## src/rtl/icap_pkg.sv

```systemverilog
// Shared types for the input capture pulse meter.
package icap_pkg;
    // Sequencer states: idle, waiting for first capture, waiting for second.
    typedef enum logic [1:0] {
        ST_IDLE = 2'd0,
        ST_ARM1 = 2'd1,
        ST_ARM2 = 2'd2
    } icap_state_e;

    // Measurement mode selected at start.
    typedef enum logic {
        MODE_PERIOD = 1'b0,
        MODE_WIDTH  = 1'b1
    } icap_mode_e;
endpackage

```

## src/rtl/icap_sync_edge.sv

```systemverilog
// Synchroniser and edge detector.
// Passes an asynchronous input through STAGES flops, then flags rising and
// falling transitions of the synchronised level for one cycle each.
// Assumes STAGES >= 2 and a single clock domain downstream.
module icap_sync_edge #(
    parameter int STAGES = 2
) (
    input  logic clk,
    input  logic rst_n,
    input  logic async_in,
    output logic rise,
    output logic fall
);
    logic [STAGES-1:0] chain_q;
    logic              prev_q;

    // Shift the raw input through the synchroniser chain and keep one history bit.
    always_ff @(posedge clk) begin
        if (!rst_n) begin
            chain_q <= '0;
            prev_q  <= 1'b0;
        end else begin
            chain_q <= {chain_q[STAGES-2:0], async_in};
            prev_q  <= chain_q[STAGES-1];
        end
    end

    // Compare the synchronised level with its previous value.
    always_comb begin
        rise = chain_q[STAGES-1] & ~prev_q;
        fall = ~chain_q[STAGES-1] & prev_q;
    end
endmodule

```

## src/rtl/icap_timebase.sv

```systemverilog
// Prescaled free-running timebase.
// The prescaler counts 0..limit; each restart advances the counter. The output
// timebase is {counter, prescaler}, wrapping at 2^(PRE_W+CNT_W).
// Assumes the limit may change at any time; a prescaler above a lowered
// limit restarts at the next clock.
module icap_timebase #(
    parameter int PRE_W = 8,
    parameter int CNT_W = 16,
    localparam int TB_W = PRE_W + CNT_W
) (
    input  logic             clk,
    input  logic             rst_n,
    input  logic [PRE_W-1:0] limit,
    output logic [TB_W-1:0]  tb
);
    logic [PRE_W-1:0] pre_q;
    logic [CNT_W-1:0] cnt_q;

    // Advance the prescaler and carry into the counter at its terminal value.
    always_ff @(posedge clk) begin
        if (!rst_n) begin
            pre_q <= '0;
            cnt_q <= '0;
        end else if (pre_q >= limit) begin
            pre_q <= '0;
            cnt_q <= cnt_q + 1'b1;
        end else begin
            pre_q <= pre_q + 1'b1;
        end
    end

    assign tb = {cnt_q, pre_q};


    cnt_step_chk: assert property (@(posedge clk) disable iff (!rst_n)
        !$stable(cnt_q) |-> (pre_q == '0));
endmodule

```

## src/rtl/icap_capture_seq.sv

```systemverilog
// Capture sequencer.
// Arms the first and second captures, selects the wanted edge per mode, gates
// captures on a cleared event flag, and forms the wrap-safe difference.
// Assumes rise/fall are single-cycle pulses from a synchronised source.
module icap_capture_seq
    import icap_pkg::*;
#(
    parameter int PRE_W = 8,
    parameter int CNT_W = 16,
    localparam int TB_W = PRE_W + CNT_W
) (
    input  logic             clk,
    input  logic             rst_n,
    input  logic             rise,
    input  logic             fall,
    input  logic [TB_W-1:0]  tb,
    input  logic             cfg_edge,
    input  logic             cfg_mode,
    input  logic             start,
    input  logic             evt_clr,
    output logic [CNT_W-1:0] cap_count,
    output logic             evt_flag,
    output logic [TB_W-1:0]  diff_out,
    output logic             diff_valid
);
    icap_state_e      state_q;
    icap_mode_e       mode_q;
    logic             edge_q;
    logic [TB_W-1:0]  first_q;
    logic [CNT_W-1:0] cap_q;
    logic             flag_q;
    logic [TB_W-1:0]  diff_q;
    logic             valid_q;
    logic             want;
    logic             hit;

    // Pick the edge that the current state is waiting for.
    always_comb begin
        unique case (state_q)
            ST_ARM1: want = (mode_q == MODE_WIDTH) ? rise : (edge_q ? fall : rise);
            ST_ARM2: want = (mode_q == MODE_WIDTH) ? fall : (edge_q ? fall : rise);
            default: want = 1'b0;
        endcase
        hit = want & ~flag_q;
    end

    // Sequence the captures, the event flag and the result strobe.
    always_ff @(posedge clk) begin
        if (!rst_n) begin
            state_q <= ST_IDLE;
            mode_q  <= MODE_PERIOD;
            edge_q  <= 1'b0;
            first_q <= '0;
            cap_q   <= '0;
            flag_q  <= 1'b0;
            diff_q  <= '0;
            valid_q <= 1'b0;
        end else begin
            valid_q <= 1'b0;
            if (start) begin
                state_q <= ST_ARM1;
                mode_q  <= icap_mode_e'(cfg_mode);
                edge_q  <= cfg_edge;
                flag_q  <= 1'b0;
            end else if (hit) begin
                flag_q <= 1'b1;
                cap_q  <= tb[TB_W-1 -: CNT_W];
                if (state_q == ST_ARM1) begin
                    first_q <= tb;
                    state_q <= ST_ARM2;
                end else begin
                    diff_q  <= tb - first_q;
                    valid_q <= 1'b1;
                    state_q <= ST_IDLE;
                end
            end else if (evt_clr) begin
                flag_q <= 1'b0;
            end
        end
    end

    assign cap_count  = cap_q;
    assign evt_flag   = flag_q;
    assign diff_out   = diff_q;
    assign diff_valid = valid_q;


    valid_pulse_chk: assert property (@(posedge clk) disable iff (!rst_n)
        valid_q |=> !valid_q);


    valid_flag_chk: assert property (@(posedge clk) disable iff (!rst_n)
        valid_q |-> flag_q);


    held_capture_chk: assert property (@(posedge clk) disable iff (!rst_n)
        (flag_q && !evt_clr && !start) |=> $stable(cap_q));


    idle_quiet_chk: assert property (@(posedge clk) disable iff (!rst_n)
        (state_q == ST_IDLE && !start) |=> (state_q == ST_IDLE && !valid_q));
endmodule

```

## src/rtl/icap_pulse_meter.sv

```systemverilog
// Input capture pulse meter, top level.
// Synchronises the measured signal, runs the prescaled timebase and
// sequences two captures into a wrap-safe period or pulse-width result.
// Assumes a single clock and a synchronous active-low reset.
module icap_pulse_meter #(
    parameter int PRE_W = 8,
    parameter int CNT_W = 16,
    parameter int SYNC_STAGES = 2,
    localparam int TB_W = PRE_W + CNT_W
) (
    input  logic             clk,
    input  logic             rst_n,
    input  logic             sig_in,
    input  logic [PRE_W-1:0] cfg_prescale,
    input  logic             cfg_edge,
    input  logic             cfg_mode,
    input  logic             start,
    input  logic             evt_clr,
    output logic [CNT_W-1:0] cap_count,
    output logic             evt_flag,
    output logic [TB_W-1:0]  diff_out,
    output logic             diff_valid
);
    logic            rise;
    logic            fall;
    logic [TB_W-1:0] tb;

    icap_sync_edge #(.STAGES(SYNC_STAGES)) u_sync (
        .clk      (clk),
        .rst_n    (rst_n),
        .async_in (sig_in),
        .rise     (rise),
        .fall     (fall)
    );

    icap_timebase #(.PRE_W(PRE_W), .CNT_W(CNT_W)) u_tb (
        .clk   (clk),
        .rst_n (rst_n),
        .limit (cfg_prescale),
        .tb    (tb)
    );

    icap_capture_seq #(.PRE_W(PRE_W), .CNT_W(CNT_W)) u_seq (
        .clk        (clk),
        .rst_n      (rst_n),
        .rise       (rise),
        .fall       (fall),
        .tb         (tb),
        .cfg_edge   (cfg_edge),
        .cfg_mode   (cfg_mode),
        .start      (start),
        .evt_clr    (evt_clr),
        .cap_count  (cap_count),
        .evt_flag   (evt_flag),
        .diff_out   (diff_out),
        .diff_valid (diff_valid)
    );
endmodule

```

## config.mk

```make
export PLATFORM = sky130hd
export DESIGN_NAME = icap_pulse_meter
export DESIGN_NICKNAME = d
export VERILOG_FILES = /design/src/rtl/icap_pkg.sv /design/src/rtl/icap_sync_edge.sv /design/src/rtl/icap_timebase.sv /design/src/rtl/icap_capture_seq.sv /design/src/rtl/icap_pulse_meter.sv
export SDC_FILE = /design/constraint.sdc
export NUM_CORES = 1
export LEC_CHECK = 0
export ABC_AREA = 0
export CAP_MARGIN = 20
export CORE_UTILIZATION = 49
export DETAILED_ROUTE_END_ITERATION = 12
export DONT_BUFFER_PORTS = 1
export HOLD_SLACK_MARGIN = 0.15
export PLACE_DENSITY = 0.72
export SYNTH_ARGS = -nofsm -noshare
export SYNTH_HDL_FRONTEND = slang
export SYNTH_SLANG_ARGS = --single-unit
```

## constraint.sdc

```tcl
create_clock -name clk -period 4.45 [get_ports clk]
set_input_delay 1.1125 -clock clk [delete_from_list [all_inputs] [get_ports clk]]
set_output_delay 1.1125 -clock clk [all_outputs]
set_load 0.01 [all_outputs]
```

### After elaboration in Yosys (flattened, before gate mapping)

Cells that the tools add are included.

| storage, ports and cells | value |
|---|---|
| input port bits | 15 |
| logic and storage cells | 47 |
| bits in registers | 97 |

| cells by class | value |
|---|---|
| bitwise gates (word level) | 10 |
| reduce and logical (&&, ||, !) cells | 8 |
| eq/ne operators | 2 |
| add/sub/neg operators | 3 |
| mux-type cells | 10 |
| magnitude comparators | 1 |

Operators with widths:

| operator | count |
|---|---|
| 24-bit subtractor | 1 |
| 16-bit by 1-bit adder with 16-bit output, second input constant | 1 |
| 8-bit by 1-bit adder with 8-bit output, second input constant | 1 |
| 8-bit >= comparator | 1 |
| 1-bit 2-to-1 mux | 8 |
| 1-bit inverter | 7 |
| 3-bit AND reduction | 2 |
| 2-bit nonzero test | 2 |
| 2-bit OR reduction | 2 |
| 1-bit AND | 3 |
| 3-bit OR reduction | 1 |
| 2-bit by 1-bit == test with 1-bit output, second input constant | 1 |
| 2-bit == test, second input constant | 1 |
| 2-bit 2-to-1 mux | 1 |
| 1-bit case mux with 2 select lines | 1 |
| 2-bit AND reduction | 1 |

### Logic depth before layout (Yosys ltp)

| depth | value |
|---|---|
| word-level depth | 8 |
| gate-level depth with buffers | 11 |

### By module

From an unflattened synthesis, not the netlist that was laid out.

| second synthesis, totals | value |
|---|---|
| cells, all modules | 638 |
| area, all modules | 5230.0 um^2 |

Modules (own cells, without submodules):

| module | times used | cells an instance | sequential area each (um^2) | area each (um^2) |
|---|---|---|---|---|
| icap_capture_seq | 1 | 471 | 1401.3 | 3807.4 |
| icap_timebase | 1 | 159 | 480.5 | 1331.3 |
| icap_sync_edge | 1 | 8 | 60.1 | 91.3 |

### Worst setup path before layout

OpenSTA, ideal clock, no wires.

| timing | value |
|---|---|
| path kind | input-to-reg |
| start | input port cfg_prescale[2] |
| end | register u_tb.cnt_q[13] |
| path buffers | 1 |
| setup time | 115 ps |
| stages on the path | 10 |
| arrival | 2829 ps |
| setup slack | 1506 ps |
| cells stage by stage | inv_1 ha_1 a21o_1 a31oi_1 o21ai_0 a221oi_1 clkbuf_1 nor4_1 xor2_1 and2_1 |

| on the way | value |
|---|---|
| longest elaborated chain between the ends | 1 |

RTL lines:

| item | line | RTL |
|---|---|---|
| from (decl) | icap_pulse_meter.sv:14 | `input logic [PRE_W-1:0] cfg_prescale,` |
| 8-bit >= comparator | icap_timebase.sv:24 | `end else if (pre_q >= limit) begin` |
| to (signal assigned) | icap_timebase.sv:26 | `cnt_q <= cnt_q + 1'b1;` |
| to (decl) | icap_timebase.sv:17 | `logic [CNT_W-1:0] cnt_q;` |

Every way passes these cells.
A chain may end at the register's enable or synchronous reset.

### Worst setup path in the final report

| timing | value |
|---|---|
| start | register u_sync.chain_q[1] |
| end | register u_seq.first_q[21] |

| on the way | value |
|---|---|
| longest elaborated chain between the ends | 7 |

RTL lines:

| item | line | RTL |
|---|---|---|
| from (decl) | icap_sync_edge.sv:14 | `logic [STAGES-1:0] chain_q;` |
| from (signal assigned) | icap_sync_edge.sv:23 | `chain_q <= {chain_q[STAGES-2:0], async_in};` |
| 1-bit inverter | icap_sync_edge.sv:31 | `fall = ~chain_q[STAGES-1] & prev_q;` |
| 1-bit AND | icap_sync_edge.sv:31 |  |
| 1-bit 2-to-1 mux | icap_capture_seq.sv:40, icap_capture_seq.sv:41 |  |
| 1-bit 2-to-1 mux (on tied branches) | icap_capture_seq.sv:41, icap_capture_seq.sv:40 |  |
| 1-bit case mux with 2 select lines (*) | icap_capture_seq.sv:39 | `unique case (state_q)` |
| 1-bit AND (*) | icap_capture_seq.sv:44 | `hit = want & ~flag_q;` |
| 3-bit AND reduction (no line) (*) | - |  |
| to (signal assigned) | icap_capture_seq.sv:69 | `first_q <= tb;` |
| to (decl) | icap_capture_seq.sv:29 | `logic [TB_W-1:0] first_q;` |

Every way passes the cells marked *; elsewhere a longest branch is shown, timed or not.

==> run summary <==
Outcome: completed
Number of max-cap violations: 0
Inst Count DP: 721
Gpl congestion: 0.879
Most common cell in the netlist: dfxtp_1
Hold-critical path depth: 1
Rows: 37
CP Cell Sequence: or3b_1 > a311o_1 > a21o_1 > nor2_8 > and2_1 > nand2_1 > a21boi_0
Vias in the first global route: 3944
# setup viols final: 0
Flop2flop setup slack: 1520 ps
Total CTS buffers: 9
Hold bufs inserted after CTS: 0
Largest cells by area after synthesis: dfxtp_1 (37%), ha_1 (8.4%), nand2_1 (6.2%)
Nets: 647
1st-pass router iterations: 5
Post-synthesis cell count: 609
Largest net degree at the start of global routing: 93
Vias per std cell: 5.50
Die width: 105 um
Crit path launch: u_sync.chain_q[1]
First-pass GRT wire length: 19000 um
Final Routed Wirelength: 11000 um
Via count: 4057
Fmax: 341 MHz
Synth warn: 0
CP max-delay cell: and2_1
Yosys top cell area share: 0.374
RSZ-0062 raised after global routing: no
Maximum clock path buffer count: 2
DR top layer: met4
VDD IR-drop max: 0.146 mV
Hold Path Origin: u_sync.chain_q[0]
Seq cells post-synth: 97
Core area: 10300 um^2
Clock share of power: 0.381
Grt ovf: 0
Net Sw Frac: 0.240
CTS tree: built
Crit path max fanout: 24
N_diodes: 0
Internal power: 1220 uW
Gr usage total: 0.215
Clock sink total: 97
Tmin final: 2930 ps
Initial antenna violation count: 0
Post-synth EDFFs: 0
Cell taking the most area after synthesis: dfxtp_1
Worst Path Buf+Inv: 0
Detailed placement HPWL: 7940 um
Final hold vios: 0
Clk_lat worst skew: 370 ps
Net Switching: 384 uW
Post-Syn Area: 5190 um^2
Commonest cells post-synth: dfxtp_1 (97), nand2_1 (86), a21oi_1 (61)
# IOs: 57
Combinational power share: 0.066
WL/cell: 14.9 um
Port bufs: 0
Met2 WL: 4950 um
PwrDens: 292 nW/um^2
Die Height: 105 um
Share of cells above drive strength 1: 0.0383
# fillers: 999
Crit-path max cell delay: 770 ps
Initial DRC Count: 206
Postcts setup bufs: 0
Layout area overhead: 5.50%
Worst r2r path cells: 7
Initial Util: 0.505
DR WL met3: 660 um
Crit path max-delay family: simple AND/OR/NAND/NOR gates
Post-Layout Cell Count: 737
DP Worst Slack: 1370 ps
Type of the worst setup path: flop to flop
Slew headroom: 0.418
CTS resizes: 0
Final Max Tran Viols: 0
Hold endpoint: u_sync.chain_q[1]
Crit path capture type: flop
Stages on worst setup path: 7
Die area: 11000 um^2
Clock Skew: 13.3 ps
Final period utilization: 0.658
Avg Cell Area, Syn: 8.52 um^2
FFs w/ async S/R, synth: 0
Worst setup SP type: flop
Syn_nets: 660
FF-to-FF End: u_seq.first_q[21]
M1 wire length: 5170 um
Remaining DRCs: 0
Sequential Power Share: 0.553
Setup TNS: 0 ps
Htree depth: 3
Hold crit path type: flop to flop
Worst Setup Slack, final: 1520 ps
Least-Margin Pin Slew: 873 ps
Clk root buf: clkbuf_8
WP data required: 4750 ps
Clock transition at the registers of the reported paths: 100 ps
Leakage power: 0.00222 uW
Distinct cells, synth: 53
Beginning of the worst register-to-register path: u_sync.chain_q[1]
Sequential element share of the synthesized area: 0.374
Antenna viol nets, final: 0
Ys flop type: dfxtp_1
Post-route total power: 1600 uW
CP Data Arrival Time: 3230 ps
-- worst max path at each step --
stage,end
after detailed placement,u_tb.cnt_q[14]
after global routing,u_seq.first_q[21]
after CTS,u_seq.first_q[0]
after floorplan,u_tb.cnt_q[13]
final,u_seq.first_q[21]
after global placement,u_tb.cnt_q[14]
-- power by group through the flow --
stage                     clock (uW)  combinational [uW]  sequential [uW]
final                            609                 106              885
after global routing             655                 119              887
after CTS                        622                 106              886
after detailed placement           0                 105              906
after global placement             0                 104              905
after floorplan                    0                94.9              902
-- per-stage QoR --
stage / util / hold slack [ps] / area (um^2)
floorplan: - / 412 / 5190
global placement: 0.512 / 422 / 5260
detailed placement: 0.512 / 423 / 5260
CTS: 0.533 / 454 / 5470
global route: 0.533 / 454 / 5470
finish: 0.533 / 444 / 5470
-- cells by family after synthesis --
family                     after synthesis  synth area share
and+or+nand+nor                        207             0.203
AOI/OAI and AO/OA                      141             0.170
DFF                                     97             0.374
buffers and inverters                   65            0.0523
xor gates and xnor gates                40            0.0675
adders and majority gates               36            0.0883
muxes                                   23            0.0444
-- final cells by class --
cell class	instances	area, um^2	share of cell area
clock buffers	11	151	0.0277
clock inverters	5	61.3	0.0112
inverters	38	143	0.0261
multi-input cells	447	2980	0.545
flip-flops and latches	97	1940	0.355
well taps	136	170	0.0311
repair buffers	3	22.5	0.00411
-- per-layer routing --
| layer | track usage | vias up |
|---|---|---|
| li1 | - | 2059 |
| met1 | 0.286 | 1898 |
| met2 | 0.344 | 89 |
| met3 | 0.0399 | 11 |
| met4 | 0.0885 | 0 |
| met5 | 0 | - |
-- registers in the layout, indices dropped and copies added, names as in the netlist --
name	count
u_seq.evt_flag	1
u_sync.prev_q	1
u_seq.diff_valid	1
u_seq.first_q	24
u_seq.state_q	2
u_seq.mode_q	1
u_seq.diff_out	24
u_sync.chain_q	2
u_tb.pre_q	8
u_seq.edge_q	1
u_seq.cap_count	16
u_tb.cnt_q	16
-- cells in the final DEF (no fill, tap or decap), types with 2 or more instances in the layout --
cell        count
nand3b_1        3
nand3_1        13
inv_1          38
o211a_1         2
a21o_1         12
ha_1           35
xnor2_1        23
a221oi_1        2
and3_1         10
clkinvlp_4      3
nor3_1          4
a21boi_1       20
o21ai_0        15
a31oi_1         3
nand2b_1        4
dfxtp_1        97
a21boi_0        6
clkbuf_8       11
buf_4           3
and2_1         17
xor2_1         17
nand2_1        86
mux2i_1        23
nor2b_1        27
o21bai_1        4
a21oi_1        61
o21a_1          2
nand4_1         9
nor4_1          5
o211ai_1        2
nor2_1         21
Power figures use the tool's default switching activity.
